$ cat src/rtl/rxf_pkg.sv
// Package: shared packet-class encoding, field positions and space bounds
// for the receive acceptance filter.
// Assumes 48-bit destination offsets.
package rxf_pkg;

    typedef enum logic [1:0] {
        PK_PHY    = 2'd0,
        PK_SELFID = 2'd1,
        PK_ASYNC  = 2'd2,
        PK_ISO    = 2'd3
    } pkt_kind_e;

    // Filter-word field positions
    localparam int F_PHY    = 10;
    localparam int F_SELFID = 9;
    localparam int F_BCAST  = 8;
    localparam int F_ALL    = 7;
    localparam int F_SPHI   = 6;   // space enables occupy 6 down to 2
    localparam int F_SPLO   = 2;
    localparam int NSPACE   = F_SPHI - F_SPLO + 1;

    // Stream-word field positions
    localparam int S_ISO    = 8;

    // Offset-space bounds (inclusive)
    localparam logic [47:0] LO_INIT_MAX  = 48'h7FFF_FFFF_FFFF;
    localparam logic [47:0] HI_INIT_MAX  = 48'hFFFF_DFFF_FFFF;
    localparam logic [47:0] PRIV_MIN     = 48'hFFFF_E000_0000;
    localparam logic [47:0] PRIV_MAX     = 48'hFFFF_EFFF_FFFF;
    localparam logic [47:0] CSR_MIN      = 48'hFFFF_F000_0000;
    localparam logic [47:0] CSR_MAX      = 48'hFFFF_F000_01FF;
    localparam logic [47:0] SBUS_MIN     = 48'hFFFF_F000_0200;
    localparam logic [47:0] SBUS_MAX     = 48'hFFFF_F000_03FF;

endpackage

$ cat src/rtl/rxf_space_decode.sv
// Module: classifies a destination offset into the five offset spaces.
// hit[4]=lower initial, [3]=upper initial, [2]=private, [1]=CSR core,
// [0]=serial-bus, which matches filter bits 6..2.
// Assumes disjoint spaces, so at most one hit bit is set.
module rxf_space_decode
    import rxf_pkg::*;
(
    input  logic [47:0]       offset,
    output logic [NSPACE-1:0] hit
);

    // Compare the offset against each space's inclusive bounds
    always_comb begin
        hit[4] = (offset <= LO_INIT_MAX);
        hit[3] = (offset >  LO_INIT_MAX) && (offset <= HI_INIT_MAX);
        hit[2] = (offset >= PRIV_MIN)    && (offset <= PRIV_MAX);
        hit[1] = (offset >= CSR_MIN)     && (offset <= CSR_MAX);
        hit[0] = (offset >= SBUS_MIN)    && (offset <= SBUS_MAX);
    end

    // Space bounds must never overlap
    always_comb begin

        spaces_disjoint_chk: assert ($onehot0(hit));
    end

endmodule

$ cat src/rtl/rxf_cfg_slot.sv
// Module: the two configuration words of one receive buffer.
// The filter word lives at A_ADDR and the stream word at B_ADDR.
// Only defined bits are stored; everything else reads zero.
// Assumes DW >= 11 and CHW <= 8.
module rxf_cfg_slot
    import rxf_pkg::*;
#(
    parameter int AW     = 12,
    parameter int DW     = 32,
    parameter int CHW    = 6,
    parameter int A_ADDR = 'h354,
    parameter int B_ADDR = 'h358,
    parameter logic [DW-1:0] A_RST = 'h080
) (
    input  logic              clk,
    input  logic              rst_n,
    input  logic              we,
    input  logic [AW-1:0]     addr,
    input  logic [DW-1:0]     wdata,
    output logic [DW-1:0]     rdata,
    output logic              phy_en,
    output logic              selfid_en,
    output logic              bcast_en,
    output logic              all_en,
    output logic [NSPACE-1:0] space_en,
    output logic              iso_mode,
    output logic [CHW-1:0]    chan
);

    localparam int FW = F_PHY - F_SPLO + 1;

    logic [FW-1:0]  filt_q;
    logic           iso_q;
    logic [CHW-1:0] chan_q;
    logic           hit_a, hit_b;

    assign hit_a = (addr == AW'(A_ADDR));
    assign hit_b = (addr == AW'(B_ADDR));

    // Hold the filter word; the reset value comes from A_RST
    always_ff @(posedge clk) begin
        if (!rst_n)              filt_q <= A_RST[F_PHY:F_SPLO];
        else if (we && hit_a)    filt_q <= wdata[F_PHY:F_SPLO];
    end

    // Hold the stream word (isochronous flag and channel)
    always_ff @(posedge clk) begin
        if (!rst_n) begin
            iso_q  <= 1'b0;
            chan_q <= '0;
        end else if (we && hit_b) begin
            iso_q  <= wdata[S_ISO];
            chan_q <= wdata[CHW-1:0];
        end
    end

    // Read mux; unselected slots drive zero so the top can OR them
    always_comb begin
        rdata = '0;
        if (hit_a) rdata[F_PHY:F_SPLO] = filt_q;
        if (hit_b) begin
            rdata[S_ISO]   = iso_q;
            rdata[CHW-1:0] = chan_q;
        end
    end

    assign phy_en    = filt_q[F_PHY    - F_SPLO];
    assign selfid_en = filt_q[F_SELFID - F_SPLO];
    assign bcast_en  = filt_q[F_BCAST  - F_SPLO];
    assign all_en    = filt_q[F_ALL    - F_SPLO];
    assign space_en  = filt_q[F_SPHI - F_SPLO:0];
    assign iso_mode  = iso_q;
    assign chan      = chan_q;

    // a write aimed at another address leaves this slot unchanged

    foreign_write_chk: assert property (@(posedge clk) disable iff (!rst_n)
        (we && !hit_a && !hit_b) |=> ($stable(filt_q) && $stable(iso_q) && $stable(chan_q)));

endmodule

$ cat src/rtl/rxf_buf_match.sv
// Module: the combinational accept decision for one buffer.
// Assumes the offset has already been classified into space hits.
module rxf_buf_match
    import rxf_pkg::*;
#(
    parameter int IDW = 10,
    parameter int CHW = 6
) (
    input  pkt_kind_e         kind,
    input  logic [IDW-1:0]    dest_id,
    input  logic [CHW-1:0]    pkt_chan,
    input  logic              in_phase,
    input  logic [NSPACE-1:0] space_hit,
    input  logic              phy_en,
    input  logic              selfid_en,
    input  logic              bcast_en,
    input  logic              all_en,
    input  logic [NSPACE-1:0] space_en,
    input  logic              iso_mode,
    input  logic [CHW-1:0]    chan,
    output logic              accept
);

    logic async_ok;

    // Asynchronous rule: broadcast, receive-all or any enabled space
    assign async_ok = (bcast_en && (dest_id == '1)) || all_en
                    || ((space_en & space_hit) != '0);

    // Select the rule by packet class and buffer mode
    always_comb begin
        unique case (kind)
            PK_PHY:    accept = phy_en;
            PK_SELFID: accept = selfid_en && in_phase;
            PK_ASYNC:  accept = !iso_mode && async_ok;
            PK_ISO:    accept = iso_mode && (chan == pkt_chan);
            default:   accept = 1'b0;
        endcase
    end

endmodule

$ cat src/rtl/rx_accept_filter.sv
// Module: top of the receive acceptance filter.
// It holds NBUF configuration slots, classifies the header offset once,
// evaluates each buffer's rule and registers the accept vector.
// Assumes buffer 0 is the debug buffer and that headers arrive as
// single-cycle strobes.
module rx_accept_filter
    import rxf_pkg::*;
#(
    parameter int NBUF      = 8,
    parameter int AW        = 12,
    parameter int DW        = 32,
    parameter int IDW       = 10,
    parameter int OFFW      = 48,
    parameter int CHW       = 6,
    parameter int BASE_ADDR = 'h354,
    parameter int STRIDE    = 'h14
) (
    input  logic            clk,
    input  logic            rst_n,
    input  logic            cfg_we,
    input  logic [AW-1:0]   cfg_addr,
    input  logic [DW-1:0]   cfg_wdata,
    output logic [DW-1:0]   cfg_rdata,
    input  logic            hdr_valid,
    input  logic [1:0]      hdr_kind,
    input  logic [IDW-1:0]  hdr_dest_id,
    input  logic [OFFW-1:0] hdr_offset,
    input  logic [CHW-1:0]  hdr_channel,
    input  logic            selfid_phase,
    output logic            acc_valid,
    output logic [NBUF-1:0] acc_vec
);

    localparam logic [DW-1:0] DBG_RST   = DW'(32'h780);
    localparam logic [DW-1:0] OTHER_RST = DW'(32'h080);

    pkt_kind_e         kind;
    logic [NSPACE-1:0] space_hit;
    logic [DW-1:0]     rd_each [NBUF];
    logic [NBUF-1:0]   match_v;
    logic [NBUF-1:0]   phy_en_v;
    logic [NBUF-1:0]   iso_v;

    assign kind = pkt_kind_e'(hdr_kind);

    rxf_space_decode u_space (
        .offset (hdr_offset),
        .hit    (space_hit)
    );

    for (genvar i = 0; i < NBUF; i++) begin : g_buf
        logic              selfid_en, bcast_en, all_en;
        logic [NSPACE-1:0] space_en;
        logic [CHW-1:0]    chan;

        rxf_cfg_slot #(
            .AW     (AW),
            .DW     (DW),
            .CHW    (CHW),
            .A_ADDR (BASE_ADDR + STRIDE * i),
            .B_ADDR (BASE_ADDR + STRIDE * i + 4),
            .A_RST  ((i == 0) ? DBG_RST : OTHER_RST)
        ) u_slot (
            .clk       (clk),
            .rst_n     (rst_n),
            .we        (cfg_we),
            .addr      (cfg_addr),
            .wdata     (cfg_wdata),
            .rdata     (rd_each[i]),
            .phy_en    (phy_en_v[i]),
            .selfid_en (selfid_en),
            .bcast_en  (bcast_en),
            .all_en    (all_en),
            .space_en  (space_en),
            .iso_mode  (iso_v[i]),
            .chan      (chan)
        );

        rxf_buf_match #(
            .IDW (IDW),
            .CHW (CHW)
        ) u_match (
            .kind      (kind),
            .dest_id   (hdr_dest_id),
            .pkt_chan  (hdr_channel),
            .in_phase  (selfid_phase),
            .space_hit (space_hit),
            .phy_en    (phy_en_v[i]),
            .selfid_en (selfid_en),
            .bcast_en  (bcast_en),
            .all_en    (all_en),
            .space_en  (space_en),
            .iso_mode  (iso_v[i]),
            .chan      (chan),
            .accept    (match_v[i])
        );
    end

    // Merge slot read data; at most one slot decodes a given address
    always_comb begin
        cfg_rdata = '0;
        for (int i = 0; i < NBUF; i++) cfg_rdata = cfg_rdata | rd_each[i];
    end

    // Register the verdict one cycle after the header strobe
    always_ff @(posedge clk) begin
        if (!rst_n) begin
            acc_valid <= 1'b0;
            acc_vec   <= '0;
        end else begin
            acc_valid <= hdr_valid;
            acc_vec   <= hdr_valid ? match_v : '0;
        end
    end


    valid_follows_chk: assert property (@(posedge clk) disable iff (!rst_n)
        hdr_valid |=> acc_valid);

    valid_idle_chk: assert property (@(posedge clk) disable iff (!rst_n)
        !hdr_valid |=> !acc_valid);

    idle_vec_zero_chk: assert property (@(posedge clk) disable iff (!rst_n)
        !acc_valid |-> (acc_vec == '0));

    phy_only_enabled_chk: assert property (@(posedge clk) disable iff (!rst_n)
        (hdr_valid && kind == PK_PHY) |=> ((acc_vec & ~$past(phy_en_v)) == '0));

    selfid_out_of_phase_chk: assert property (@(posedge clk) disable iff (!rst_n)
        (hdr_valid && kind == PK_SELFID && !selfid_phase) |=> (acc_vec == '0));

    iso_only_iso_bufs_chk: assert property (@(posedge clk) disable iff (!rst_n)
        (hdr_valid && kind == PK_ISO) |=> ((acc_vec & ~$past(iso_v)) == '0));

    async_skips_iso_chk: assert property (@(posedge clk) disable iff (!rst_n)
        (hdr_valid && kind == PK_ASYNC) |=> ((acc_vec & $past(iso_v)) == '0));

endmodule

$ cat config.mk
export PLATFORM = sky130hd
export DESIGN_NAME = rx_accept_filter
export DESIGN_NICKNAME = d
export VERILOG_FILES = /design/src/rtl/rxf_pkg.sv /design/src/rtl/rxf_space_decode.sv /design/src/rtl/rxf_cfg_slot.sv /design/src/rtl/rxf_buf_match.sv /design/src/rtl/rx_accept_filter.sv
export SDC_FILE = /design/constraint.sdc
export NUM_CORES = 1
export LEC_CHECK = 0
export ABC_AREA = 1
export BUFFER_PORTS_ARGS = -buffer_cell sky130_fd_sc_hd__buf_2
export CAP_MARGIN = 20
export CORE_ASPECT_RATIO = 0.5
export CORE_MARGIN = 1
export CORE_UTILIZATION = 39
export DETAILED_ROUTE_END_ITERATION = 12
export MAX_ROUTING_LAYER = met4
export PLACE_DENSITY = 0.72
export SYNTH_ARGS = -nofsm -noshare
export SYNTH_HDL_FRONTEND = slang
export SYNTH_SLANG_ARGS = --single-unit
$ cat constraint.sdc
create_clock -name clk -period 3.7 [get_ports clk]
set_input_delay 0.555 -clock clk [delete_from_list [all_inputs] [get_ports clk]]
set_output_delay 0.555 -clock clk [all_outputs]
set_load 0.1 [all_outputs]
After elaboration in Yosys (flattened, before gate mapping)
Index checks and enable logic that the tools add are counted.
{"block": "word_totals", "register_bits": 137, "latch_bits": 0, "ram_bits": 0, "rom_bits": 0, "in_bits": 115, "output_inout_bits": 41, "elab_cells": 196, "n_memories": 0}
{"block": "op_classes", "add_sub_neg": 0, "mul": 0, "div": 0, "order_cmp": 9, "n_eq_ne": 28, "n_shift": 0, "mux": 32, "n_bitwise": 15, "reduce_logical": 86}
{"cell": "$eq 12x10->1 const B", "count": 16}
{"cell": "$le 48x48->1 const B", "count": 4}
{"cell": "$ge 48x48->1 const B", "count": 3}
{"cell": "$or 11x11->11", "count": 7}
{"cell": "$mux 9", "count": 8}
{"cell": "$logic_and 1x1->1", "count": 52}
{"cell": "$eq 6x6->1", "count": 8}
{"cell": "$gt 48x47->1 const B", "count": 1}
{"cell": "$le 48x47->1 const B", "count": 1}
{"cell": "$mux 6", "count": 8}
{"cell": "$and 5x5->5", "count": 8}
{"cell": "$reduce_bool 5->1", "count": 8}
{"cell": "$pmux 1 s4", "count": 8}
{"cell": "$logic_or 1x1->1", "count": 16}
{"cell": "$eq 10x10->1 const B", "count": 1}
{"cell": "$logic_not 1->1", "count": 8}
{"cell": "$mux 1", "count": 8}
{"cell": "$eq 2x2->1 const B", "count": 2}
{"cell": "$eq 2x1->1 const B", "count": 1}
{"cell": "$logic_not 2->1", "count": 1}
{"cell": "$reduce_and 2->1", "count": 1}

Depth between registers and ports, before layout
Gate-level depths: netlist of run 1.
{"block": "logic_depth", "word_depth": 10, "depth_mapped": 10, "mapped_depth_nobuf": 10}

Hierarchy
Synthesis of run 1 repeated with hierarchy kept, for this count alone.
{"block": "unflattened", "cells_unflattened": 2458, "area_unflattened_um2": 13385.3}
{"module": "rx_accept_filter", "n_inst": 1, "cells_each": 507, "area_per_inst_um2": 2052.0, "seq_area_each_um2": 180.2}
{"module": "rxf_buf_match", "n_inst": 8, "cells_each": 56, "area_per_inst_um2": 234.0, "seq_area_each_um2": 0.0}
{"module": "rxf_cfg_slot (g_buf[2].u_slot)", "n_inst": 1, "cells_each": 189, "area_per_inst_um2": 1209.9, "seq_area_each_um2": 320.3}
{"module": "rxf_cfg_slot (g_buf[5].u_slot)", "n_inst": 1, "cells_each": 176, "area_per_inst_um2": 1184.9, "seq_area_each_um2": 320.3}
{"module": "rxf_cfg_slot (g_buf[7].u_slot)", "n_inst": 1, "cells_each": 178, "area_per_inst_um2": 1183.6, "seq_area_each_um2": 320.3}
{"module": "rxf_cfg_slot (g_buf[4].u_slot)", "n_inst": 1, "cells_each": 188, "area_per_inst_um2": 1156.1, "seq_area_each_um2": 320.3}
{"module": "rxf_cfg_slot (g_buf[6].u_slot)", "n_inst": 1, "cells_each": 187, "area_per_inst_um2": 1153.6, "seq_area_each_um2": 320.3}
{"module": "rxf_cfg_slot (g_buf[1].u_slot)", "n_inst": 1, "cells_each": 181, "area_per_inst_um2": 1127.3, "seq_area_each_um2": 320.3}
{"module": "rxf_cfg_slot (g_buf[0].u_slot)", "n_inst": 1, "cells_each": 179, "area_per_inst_um2": 1126.1, "seq_area_each_um2": 320.3}
{"module": "rxf_cfg_slot (g_buf[3].u_slot)", "n_inst": 1, "cells_each": 180, "area_per_inst_um2": 1126.1, "seq_area_each_um2": 320.3}
{"module": "rxf_space_decode", "n_inst": 1, "cells_each": 45, "area_per_inst_um2": 193.9, "seq_area_each_um2": 0.0}

Least setup slack after synthesis of run 1
No wires, ideal clock.
{"block": "synth_timing", "path_kind": "input port to output port", "start": "in cfg_addr[11]", "end": "out cfg_rdata[2]", "arrival_time_ps": 2261, "required_ps": 3145, "path_slack_ps": 884, "path_stages": 9, "n_path_buf": 0, "path_cell_list": "nor2_2 -> nand3_4 -> nor2_4 -> nand2_2 -> inv_1 -> nand2_1 -> o21ai_0 -> nor2_1 -> nand4_1"}
{"block": "synth_via", "elab_chain_cells": 10, "word_cells_on_any_way": 39, "cone_classes": "eq/ne (16); mux (16); bitwise (7)"}
{"item": "start: declaration", "line": "rx_accept_filter.sv:21", "text": "input logic [AW-1:0] cfg_addr,"}
{"item": "$eq 12x10->1", "line": "rxf_cfg_slot.sv:37", "text": "assign hit_a = (addr == AW'(A_ADDR));"}
{"item": "$mux 9", "line": "rxf_cfg_slot.sv:60", "text": "if (hit_a) rdata[F_PHY:F_SPLO] = filt_q;"}
{"item": "$mux 6", "line": "rxf_cfg_slot.sv:61", "text": "if (hit_b) begin"}
{"item": "$or 11x11->11 (6 in a row)", "line": "rx_accept_filter.sv:102", "text": "for (int i = 0; i < NBUF; i++) cfg_rdata = cfg_rdata | rd_each[i];"}
{"item": "$or 11x11->11 *", "line": "rx_accept_filter.sv:102"}
{"item": "end: declaration", "line": "rx_accept_filter.sv:23", "text": "output logic [DW-1:0] cfg_rdata,"}
Mark *: on every way between the ends. The rest lies on a longest branch, timed or not.

Worst setup path after layout of run 1
{"block": "layout_timing", "start": "in cfg_addr[1]", "end": "out cfg_rdata[4]"}
The elaborated chain is that of the path after synthesis.

==> run_results.csv, run 1 <==
group,metric,value,unit
sta,fmax,0.304,GHz
final_layout,layout.nets,1306,
logic_synthesis,synth-seq-cells,137,
power_and_ir_drop,p_sw_frac,0.275,
logic_synthesis,postSynthCellCount,1109,
grt,grt_pass1_wl,41500,µm
sta,rsz0062_at_grt,"no",
critical_path,ff2ff_path_depth,5,
cts,cts-buffers-inserted,17,
critical_path,worstSetupPathType,"in -> out",
critical_path,critPathCapture,"cfg_rdata[4]",
critical_path,worstPathRequired,3.14,ns
sta,post-route-period-util,0.890,
floorplanning,rows,35,
power_and_ir_drop,powerDensity,409,nW/µm²
cts,cts_resized,0,
floorplanning,initial_core_util,0.407,
logic_synthesis,synth_area_leaders,"dfxtp_1 36%, o21ai_0 9.7%, inv_1 8.4%, a21oi_1 7.8%, nand2_1 6.2%",
sta,worst_pin_slew,0.879,ns
route,routedWlPerCell,18.6,µm
route,drc_errors,0,
placement,hpwl,20300,µm
floorplanning,io_pins,156,
final_layout,layout_commonest_cell,"inv_1",
cts,clock_path_buffers,2,
final_layout,drive_gt1_frac,0.155,
grt,grt_pass1_vias,7372,
logic_synthesis,yosysTopAreaCellShare,0.358,
cts,hold_buffers,0,
floorplanning,dieHeight,101,µm
outcome,outcome,"completed",
cts,clock_latency,0.43,ns
final_layout,area_delta_synth_final,15.0,%
job,drv_cap,0,
sta,hold_viol,0,
route,vias,7971,
power_and_ir_drop,p_leak,3.54,nW
sta,fin_skew,0.0120,ns
logic_synthesis,synth.distinct_cells,39,
cts,cts_tree,"done",
logic_synthesis,yosysWarnings,0,
route,finalWirelength,27200,µm
cts,clk_pin_slew_worst_paths,0.06,ns
placement,port_buffers,104,
critical_path,worstSetupStartpoint,"cfg_addr[1]",
final_layout,regArea,2740,µm²
power_and_ir_drop,intPower,2.62,mW
logic_synthesis,yosysSeqAreaShare,0.358,
power_and_ir_drop,ir_drop,0.339,mV
power_and_ir_drop,switchingPower,992,µW
critical_path,worst_setup_path_start_kind,"input port",
route,drt_iter0_markers,901,
sta,setup_viol,0,
grt,grt.total_usage,0.278,
power_and_ir_drop,p_comb_frac,0.103,
placement,pre_cts_ws,0.482,ns
logic_synthesis,netlist.top_cell.by_area,"dfxtp_1",
cts,cts_sinks,137,
critical_path,rrSetupSlack,2.31,ns
route,via_per_inst,5.45,
critical_path,cp_data_arrival_time,2.74,ns
final_layout,num-fill-cells,1903,
cts,cts_root_buffer,"clkbuf_16",
sta,maxSlewHeadroom,0.414,
power_and_ir_drop,power_frac_seq,0.410,
grt,antenna_found_initial,0,
route,first_pass_iters,5,
critical_path,end_kind,"output pin",
critical_path,rr_startpoint,"g_buf[7].u_slot.chan[3]$_SDFFE_PN0P_",
power_and_ir_drop,finalPower,3.61,mW
placement,gp_congestion,1.02,
grt,globalRoute.totalOverflow,0,
sta,period_needed,3.29,ns
floorplanning,core,18800,µm²
sta,tns,0,ns
critical_path,regToRegEndpoint,"acc_vec[7]$_SDFF_PN0_",
route,drt.antenna.violating_nets,0,
critical_path,crit_fanout,7,
worst_hold_path,hp-class,"in -> reg",
floorplanning,die_x,200,µm
final_layout,multiInputGateArea,3900,µm²
final_layout,layout_common_cells,"172 x inv_1, 148 x o21ai_0, 137 x dfxtp_1, 126 x nand2_1, 120 x a21oi_1",
logic_synthesis,syn_area,7670,µm²
floorplanning,die_area,20300,µm²
grt,grt_max_degree,73,
power_and_ir_drop,clock_power_share,0.487,
sta,worst_slack,0.408,ns
cts,cts_setup_buffers,0,
final_layout,antenna_cells,0,
cts,h-tree-depth,4,
sta,slew_violations,0,
logic_synthesis,syn_avg_cell_area,6.91,µm²
worst min-delay path by stage:
stage          cells past startpoint                                   start                                endpoint
2_1_floorplan                      2  g_buf[0].u_slot.filt_q[7]$_SDFFE_PN1P_  g_buf[0].u_slot.filt_q[7]$_SDFFE_PN1P_
3_3_place_gp                       2  g_buf[1].u_slot.filt_q[8]$_SDFFE_PN0P_  g_buf[1].u_slot.filt_q[8]$_SDFFE_PN0P_
3_5_place_dp                       2  g_buf[0].u_slot.filt_q[7]$_SDFFE_PN1P_  g_buf[0].u_slot.filt_q[7]$_SDFFE_PN1P_
4_1_cts                            3                            cfg_wdata[7]  g_buf[2].u_slot.filt_q[5]$_SDFFE_PN1P_
5_1_grt                            3                            cfg_wdata[7]  g_buf[2].u_slot.filt_q[5]$_SDFFE_PN1P_
6_report                           3                            cfg_wdata[7]  g_buf[2].u_slot.filt_q[5]$_SDFFE_PN1P_
through the flow:
| stage | util | area, µm² | instances | hold slack, ns |
|---|---|---|---|---|
| after detailed placement | 0.436 | 8210 | 1431 | 0.449 |
| final | 0.468 | 8810 | 1462 | 0.365 |
| after CTS | 0.468 | 8810 | 1462 | 0.362 |
| after floorplan | - | 7740 | 1129 | 0.429 |
| after global placement | 0.436 | 8210 | 1431 | 0.445 |
| after global routing | 0.468 | 8810 | 1462 | 0.370 |
worst max-delay path, stage by stage:
cell and delay [ns]:
buf_2 0.10, nor2_2 0.17, nand3_2 0.17, nor2_4 0.24
nand2_2 0.19, inv_1 0.31, nand2_1 0.08, o21ai_0 0.09
a21oi_1 0.13, nand4_1 0.22, buf_2 0.46
power by group through the flow:
stage	Combinational, mW	Sequential, mW	Clock (mW)
finish	0.372	1.48	1.76
global route	0.394	1.48	1.83
CTS	0.367	1.48	1.76
detailed placement	0.366	1.51	0
global placement	0.363	1.51	0
floorplan	0.240	1.54	0
sequential cells by signal, indices dropped and copies added (netlist names):
| name | flops |
|---|---|
| acc_valid | 1 |
| acc_vec | 8 |
| g_buf.u_slot.chan | 48 |
| g_buf.u_slot.filt_q | 72 |
| g_buf.u_slot.iso_mode | 8 |
routing by layer:
metal  GRT usage  wire, µm
met2       0.441     12100
met3      0.0447      2300
met5           -         0
met1       0.362     12200
met4      0.0922       592
Yosys cell counts:
cell / instances
nand2_2: 14
nand3b_1: 1
nand4_1: 36
o21ai_0: 148
nor3_1: 18
o211ai_1: 11
buf_2: 11
o2111a_1: 1
a221oi_1: 1
or2_0: 1
nand2_4: 2
a21oi_1: 120
o221ai_1: 2
nor2_2: 7
nor2_1: 86
nand3_1: 42
clkbuf_1: 20
a211oi_1: 9
nor4_1: 2
xnor2_1: 18
nand2_1: 126
xor2_1: 3
clkinv_2: 1
nand3_4: 4
inv_1: 172
buf_4: 26
o2111ai_1: 3
o31ai_1: 1
a31oi_1: 4
inv_2: 8
conb_1: 1
nor2_4: 9
dfxtp_1: 137
o21bai_1: 8
buf_6: 8
nor2_8: 1
nand3_2: 2
o22ai_1: 44
clkinv_1: 1
cell families after synthesis:
logic type | after synthesis | synth area share
AO/OA/AOI/OAI | 352 | 0.251
AND/OR/NAND/NOR | 351 | 0.223
other | 1 | 0.000489
buffers and inverters | 247 | 0.143
flip-flops | 137 | 0.358
XOR/XNOR | 21 | 0.0240
cell type report:
type / instances / share of cell area
timing repair buffer: 108 / 0.0639
tap: 259 / 0.0368
clock inverter: 14 / 0.0197
inverter: 182 / 0.0777
clock buffer: 17 / 0.0483
multi-input combinational: 745 / 0.442
sequential: 137 / 0.311
Power figures use the tool's default switching activity.
==> run 2, diff against run 1 <==
Settings changed: PLACE_DENSITY 0.72 to 0.69, SYNTH_HIERARCHICAL set to 1.
==> run 2 against run 1 <==
Critical path type unchanged. First-iteration DRC count is 41% higher. Highest routed layer unchanged. Sequential share of layout area down 12 points. Area after synthesis is 75% higher. Non-clock buffer count increased by 23. Critical path depth increased by 1. Utilization decreased by 3.9 points. Synthesized cell count is 120% higher. Routed wire length increased by 43%. Sequential cell count is the same. Cell count rose by 110%. Design area increased by 63%.
==> run_results.csv, run 2 <==
group,metric,value,unit
outcome,outcome,"completed",
sta,fin_skew,0.0104,ns
cts,cts_tree,"done",
logic_synthesis,synthSimpleGateAreaFrac,0.450,
final_layout,layout_commonest_cell,"nand2_1",
logic_synthesis,postSynthCellCount,2458,
placement,hpwl,27800,µm
cts,h-tree-depth,4,
placement,placed_area,13700,µm²
power_and_ir_drop,intPower,2.86,mW
cts,clk_pin_slew_worst_paths,0.06,ns
final_layout,layout.nets,2659,
power_and_ir_drop,p_sw_frac,0.283,
critical_path,worstPathRequired,3.14,ns
grt,globalRoute.totalOverflow,0,
logic_synthesis,synth-compound-area-share,0.0304,
placement,gp_congestion,0.984,
critical_path,cp_data_arrival_time,2.67,ns
grt,grt.total_usage,0.233,
logic_synthesis,yosysMostFrequentCell,"nand2_1",
cts,cts_root_buffer,"clkbuf_16",
critical_path,worstSetupPathType,"in -> out",
cts,clock_path_buffers,2,
route,finalWirelength,39000,µm
power_and_ir_drop,p_leak,7.89,nW
logic_synthesis,synth_edf_count,0,
final_layout,largest_register_ffs,72,
logic_synthesis,yosysSeqAreaShare,0.205,
sta,slew_violations,0,
sta,post-route-period-util,0.872,
grt,antenna_found_initial,4,
final_layout,drive_gt1_frac,0.100,
cts,hold_buffers,0,
job,drv_cap,0,
power_and_ir_drop,clock_power_share,0.486,
cts,cts-buffers-inserted,17,
floorplanning,initial_core_util,0.401,
logic_synthesis,ys_async_sr_fraction,0,
floorplanning,die_area,35100,µm²
sta,worst_pin_slew,0.784,ns
placement,port_buffers,104,
sta,rsz0062_at_grt,"no",
power_and_ir_drop,p_comb_frac,0.143,
logic_synthesis,synth.distinct_cells,30,
power_and_ir_drop,switchingPower,1.13,mW
critical_path,cp_num_buf_inv,4,
critical_path,max_stage_delay,0.42,ns
route,drt.antenna.violating_nets,0,
critical_path,path_cells,"buf_2 > nand2_1 > inv_1 > nand2_1 > nor2_2 > nand2_2 > o22ai_1 > inv_1 > nand2_1 > nor2_1 > nand2_1 > buf_2",
grt,grt_max_degree,69,
sta,setup_viol,0,
final_layout,area_delta_synth_final,7.14,%
sta,fmax,0.310,GHz
floorplanning,core,33400,µm²
logic_synthesis,synth-xor-area-share,0.00523,
logic_synthesis,synth_area_leaders,"dfxtp_1 20%, nand2_1 19%, inv_1 18%, nor2_1 11%, buf_4 9.8%",
route,via_per_inst,4.42,
logic_synthesis,synth_fa_ha_area_frac,0,
final_layout,design_area,14300,µm²
floorplanning,io_pins,156,
critical_path,end_kind,"output pin",
logic_synthesis,yosysWarnings,6,
critical_path,worst_setup_path_start_kind,"input port",
power_and_ir_drop,ir_drop,0.335,mV
route,first_pass_iters,5,
logic_synthesis,synth_mux_area_frac,0,
floorplanning,die_x,264,µm
logic_synthesis,yosysTopAreaCellShare,0.205,
route,routedWlPerCell,13.0,µm
grt,grt_pass1_vias,11800,
final_layout,top_register,"g_buf.u_slot/filt_q",
sta,maxSlewHeadroom,0.477,
placement,dp.cells,2966,
final_layout,final_cells,3002,
logic_synthesis,syn_avg_cell_area,5.45,µm²
power_and_ir_drop,power_frac_seq,0.371,
sta,period_needed,3.23,ns
sta,hold_viol,0,
sta,tns,0,ns
route,drt_iter0_markers,1266,
critical_path,cp_slowest_cell,"nor2_2",
logic_synthesis,synth_common_cells,"682 x nand2_1, 656 x inv_1, 390 x nor2_1",
cts,cts_resized,0,
worst_hold_path,hp-class,"reg -> reg",
cts,clock_latency,0.43,ns
cts,cts_sinks,137,
critical_path,crit_fanout,12,
logic_synthesis,netlist.top_cell.by_area,"dfxtp_1",
logic_synthesis,syn_area,13400,µm²
logic_synthesis,synth_ff_type,"dfxtp_1",
critical_path,cp_top_family,"simple AND/OR/NAND/NOR gates",
cts,cts_setup_buffers,0,
grt,grt_pass1_wl,61700,µm
final_layout,layout_common_cells,"682 x nand2_1, 656 x inv_1, 390 x nor2_1, 168 x conb_1, 137 x dfxtp_1",
floorplanning,dieHeight,133,µm
power_and_ir_drop,powerDensity,278,nW/µm²
route,vias,13300,
route,drc_errors,0,
logic_synthesis,synth-seq-cells,137,
logic_synthesis,synth_top_family_by_area,"simple AND/OR/NAND/NOR gates",
floorplanning,rows,47,
critical_path,cpMostUsedCell,"nand2_1",
==> run 2: changes by cell type in the layout (fill, tap and decap cells not counted), moves of 10 or more <==
cell      delta
nand2_1    +556
nor2_1     +304
xnor2_1     -10
a21oi_1    -104
nor3_1      -18
nand3_1     +23
o21ai_0    -143
buf_4       +24
conb_1     +147
nand4_1     +92
inv_1      +484
o22ai_1     -19
o211ai_1    -11
==> run 2: worst register-to-register path, stage by stage, from the launching register on <==
cell	delay, ns
dfxtp_1	0.48
nand3_1	0.11
nand3b_1	0.27
nand2_1	0.12
nand2_1	0.05
nand2_1	0.05
nand2_1	0.04
inv_1	0.04
inv_1	0.03
nor2_1	0.17
==> run 2: metrics by stage <==
stage | util | worst slack, ns | power, mW | hold WS, ns
2_1_floorplan | - | 1.10 | 1.99 | 0.451
6_report | 0.429 | 0.474 | 3.99 | 0.482
3_3_place_gp | 0.410 | 0.593 | 2.06 | 0.467
3_5_place_dp | 0.410 | 0.565 | 2.06 | 0.469
4_1_cts | 0.429 | 0.558 | 3.98 | 0.484
5_1_grt | 0.429 | 0.371 | 4.13 | 0.509
==> run 2: power groups by stage <==
stage	Clock [mW]	Combinational (mW)	Sequential, mW
3_3_place_gp	0	0.544	1.51
2_1_floorplan	0	0.452	1.54
5_1_grt	2.01	0.639	1.48
3_5_place_dp	0	0.552	1.51
6_report	1.94	0.570	1.48
4_1_cts	1.94	0.553	1.48
==> run 2: path summary, 6_finish.rpt <==
| kind | slack [ns] | end | depth (start not counted) | start |
|---|---|---|---|---|
| max | 0.47 | cfg_rdata[4] | 12 | cfg_addr[6] |
| min | 0.48 | g_buf[0].u_slot/filt_q[5]$_SDFFE_PN1P_ | 2 | g_buf[0].u_slot/filt_q[5]$_SDFFE_PN1P_ |
| min reg2reg | 0.48 | g_buf[0].u_slot/filt_q[5]$_SDFFE_PN1P_ | 2 | g_buf[0].u_slot/filt_q[5]$_SDFFE_PN1P_ |
| max reg2reg | 2.23 | acc_vec[6]$_SDFF_PN0_ | 9 | g_buf[6].u_slot/filt_q[6]$_SDFFE_PN0P_ |
==> run 2: cell type report <==
type,instances,area (µm²)
diodes,4,10.0
clock buffers,20,457
clock inverters,12,196
fillers,3603,19100
inverters,666,2500
multi-input cells,1591,7130
flip-flops and latches,137,2740
well taps,441,552
repair buffers,131,753
==> run 2: logic make-up (layout without fill, tap and decap cells) <==
logic type | count (synthesis) | count (layout)
other | 8 | 172
AOI/OAI and AO/OA | 64 | 64
DFF | 137 | 137
and+or+nand+nor | 1351 | 1351
xor gates and xnor gates | 8 | 8
buffers and inverters | 890 | 829
==> run 2: routing by layer <==
metal	vias up	wire, µm	GRT usage
li1	6973	-	-
met1	5683	17000	0.287
met2	505	17000	0.372
met3	95	3460	0.0439
met4	0	1580	0.101
met5	-	0	-
==> run 3, diff against run 2 <==
--- a/config.mk
+++ b/config.mk
@@ -13,5 +13,4 @@
 export CORE_UTILIZATION = 39
 export DETAILED_ROUTE_END_ITERATION = 12
-export MAX_ROUTING_LAYER = met4
 export PLACE_DENSITY = 0.69
 export SYNTH_ARGS = -nofsm -noshare
==> constraint.sdc (replaced) <==
create_clock -name clk -period 3.7 [get_ports clk]
set_input_delay 0.555 -clock clk [delete_from_list [all_inputs] [get_ports clk]]
set_output_delay 0.555 -clock clk [all_outputs]
set_load 0.05 [all_outputs]
==> run 3 against run 2 <==
Non-clock buffer count down 6. Fmax up 4.6%. Utilization down 0.34 points. Design area down 0.80%. Count of clock-buffer cells in the layout up 5. Combinational power down 4%. Critical path depth down 1. Highest routed layer is now met5. Clock skew down 0.0025 ns. Hold slack better by 0.00077 ns. First-iteration DRC count up 15%.
==> run_results.csv, run 3 (synthesis results as in run 2) <==
group,metric,value,unit
sta,worst_pin_slew,0.865,ns
final_layout,finalCoreUtilization,0.426,
placement,dp.cells,2960,
floorplanning,rows,47,
critical_path,worstPathRequired,3.14,ns
sta,setup_viol,0,
sta,slew_violations,0,
sta,hold_viol,0,
grt,grt_pass1_wl,60300,µm
route,routedWlPerCell,12.9,µm
cts,clock_latency,0.43,ns
cts,clock_path_buffers,2,
floorplanning,die_area,35100,µm²
power_and_ir_drop,p_leak,7.83,nW
critical_path,worst_setup_path_start_kind,"input port",
critical_path,crit_fanout,9,
final_layout,multiInputGateArea,7130,µm²
final_layout,drive_gt1_frac,0.0964,
worst_hold_path,hp-class,"reg -> reg",
cts,clk_pin_slew_worst_paths,0.07,ns
route,drt.antenna.violating_nets,0,
outcome,outcome,"completed",
route,first_pass_iters,8,
sta,post-route-period-util,0.834,
critical_path,worstSetupPathType,"in -> out",
floorplanning,die_x,264,µm
floorplanning,core,33400,µm²
grt,grt_pass1_vias,11400,
route,vias,13200,
cts,cts_tree,"done",
route,drt_iter0_markers,1456,
final_layout,top_register,"g_buf.u_slot/filt_q",
placement,gp_congestion,0.943,
sta,maxSlewHeadroom,0.423,
critical_path,end_kind,"output pin",
sta,fmax,0.324,GHz
route,finalWirelength,38600,µm
grt,globalRoute.totalOverflow,0,
sta,period_needed,3.08,ns
route,via_per_inst,4.41,
cts,cts_sinks,137,
cts,h-tree-depth,4,
cts,hold_buffers,0,
route,drc_errors,0,
critical_path,rrSetupSlack,2.21,ns
power_and_ir_drop,finalPower,3.83,mW
cts,cts_resized,0,
floorplanning,initial_core_util,0.401,
cts,cts_root_buffer,"clkbuf_16",
floorplanning,io_pins,156,
job,drv_cap,0,
final_layout,area_delta_synth_final,6.28,%
power_and_ir_drop,ir_drop,0.303,mV
cts,cts-buffers-inserted,17,
power_and_ir_drop,powerDensity,269,nW/µm²
final_layout,largest_register_ffs,72,
placement,hpwl,27500,µm
final_layout,final_cells,2994,
final_layout,num-fill-cells,3629,
critical_path,cp_data_arrival_time,2.53,ns
grt,grt_max_degree,76,
sta,fin_skew,0.00788,ns
grt,grt.total_usage,0.222,
final_layout,regArea,2740,µm²
final_layout,layout_commonest_cell,"nand2_1",
grt,antenna_found_initial,4,
final_layout,layout.nets,2653,
final_layout,layout_common_cells,"682 x nand2_1, 656 x inv_1, 390 x nor2_1, 168 x conb_1, 137 x dfxtp_1",
sta,rsz0062_at_grt,"no",
sta,tns,0,ns
placement,port_buffers,104,
floorplanning,dieHeight,133,µm
cts,cts_setup_buffers,0,
[run 3: cell count changes in the layout (fill, tap and decap cells not counted), sizes merged]
cell and change:
buf -6, bufinv -2, clkbuf +5, clkinv -2, clkinvlp -1, diode -2
[run 3: routing by layer]
layer  part of all wire  track usage  up-vias
li1                   -            -     6965
met1               0.44        0.289     5641
met2               0.42        0.351      498
met3               0.10       0.0568       97
met4              0.037       0.0882        4
met5            0.00047            0        -
[run 3: final timing paths]
kind | startpoint | endpoint | depth (start not counted)
max | cfg_addr[1] | cfg_rdata[5] | 11
min | g_buf[1].u_slot/filt_q[5]$_SDFFE_PN1P_ | g_buf[1].u_slot/filt_q[5]$_SDFFE_PN1P_ | 2
max reg2reg | g_buf[6].u_slot/filt_q[6]$_SDFFE_PN0P_ | acc_vec[6]$_SDFF_PN0_ | 9
min reg2reg | g_buf[1].u_slot/filt_q[5]$_SDFFE_PN1P_ | g_buf[1].u_slot/filt_q[5]$_SDFFE_PN1P_ | 2
[run 3: final cells by class]
| cell class | count | area share |
|---|---|---|
| antenna | 2 | 0.000352 |
| clock inverter | 7 | 0.00809 |
| sequential | 137 | 0.193 |
| timing repair buffer | 125 | 0.0489 |
| clock buffer | 25 | 0.0341 |
| tap | 441 | 0.0388 |
| multi-input combinational | 1591 | 0.501 |
| inverter | 666 | 0.176 |
[run 3: where the power goes]
group / total [mW] / leakage [nW] / switching, mW / internal (mW)
sequential: 1.48 / 1.10 / 0.00110 / 1.48
combinational: 0.550 / 6.44 / 0.397 / 0.154
clock: 1.80 / 0.287 / 0.682 / 1.11
[run 3: worst max-delay path, cell delays in order]
cell	delay [ns]
buf_2	0.22
nor2_1	0.18
nand2_1	0.08
nor2_2	0.23
nand2_1	0.27
o22ai_1	0.35
inv_1	0.07
nand2_1	0.11
nor2_1	0.07
nand2_1	0.11
buf_2	0.27
[run 3: through the flow]
step	setup WS (ns)	hold WS (ns)	cell area (µm²)
after floorplan	1.40	0.451	14000
after global placement	0.705	0.467	13600
after detailed placement	0.696	0.471	13600
after CTS	0.676	0.486	14200
after global routing	0.503	0.501	14200
final	0.616	0.483	14200
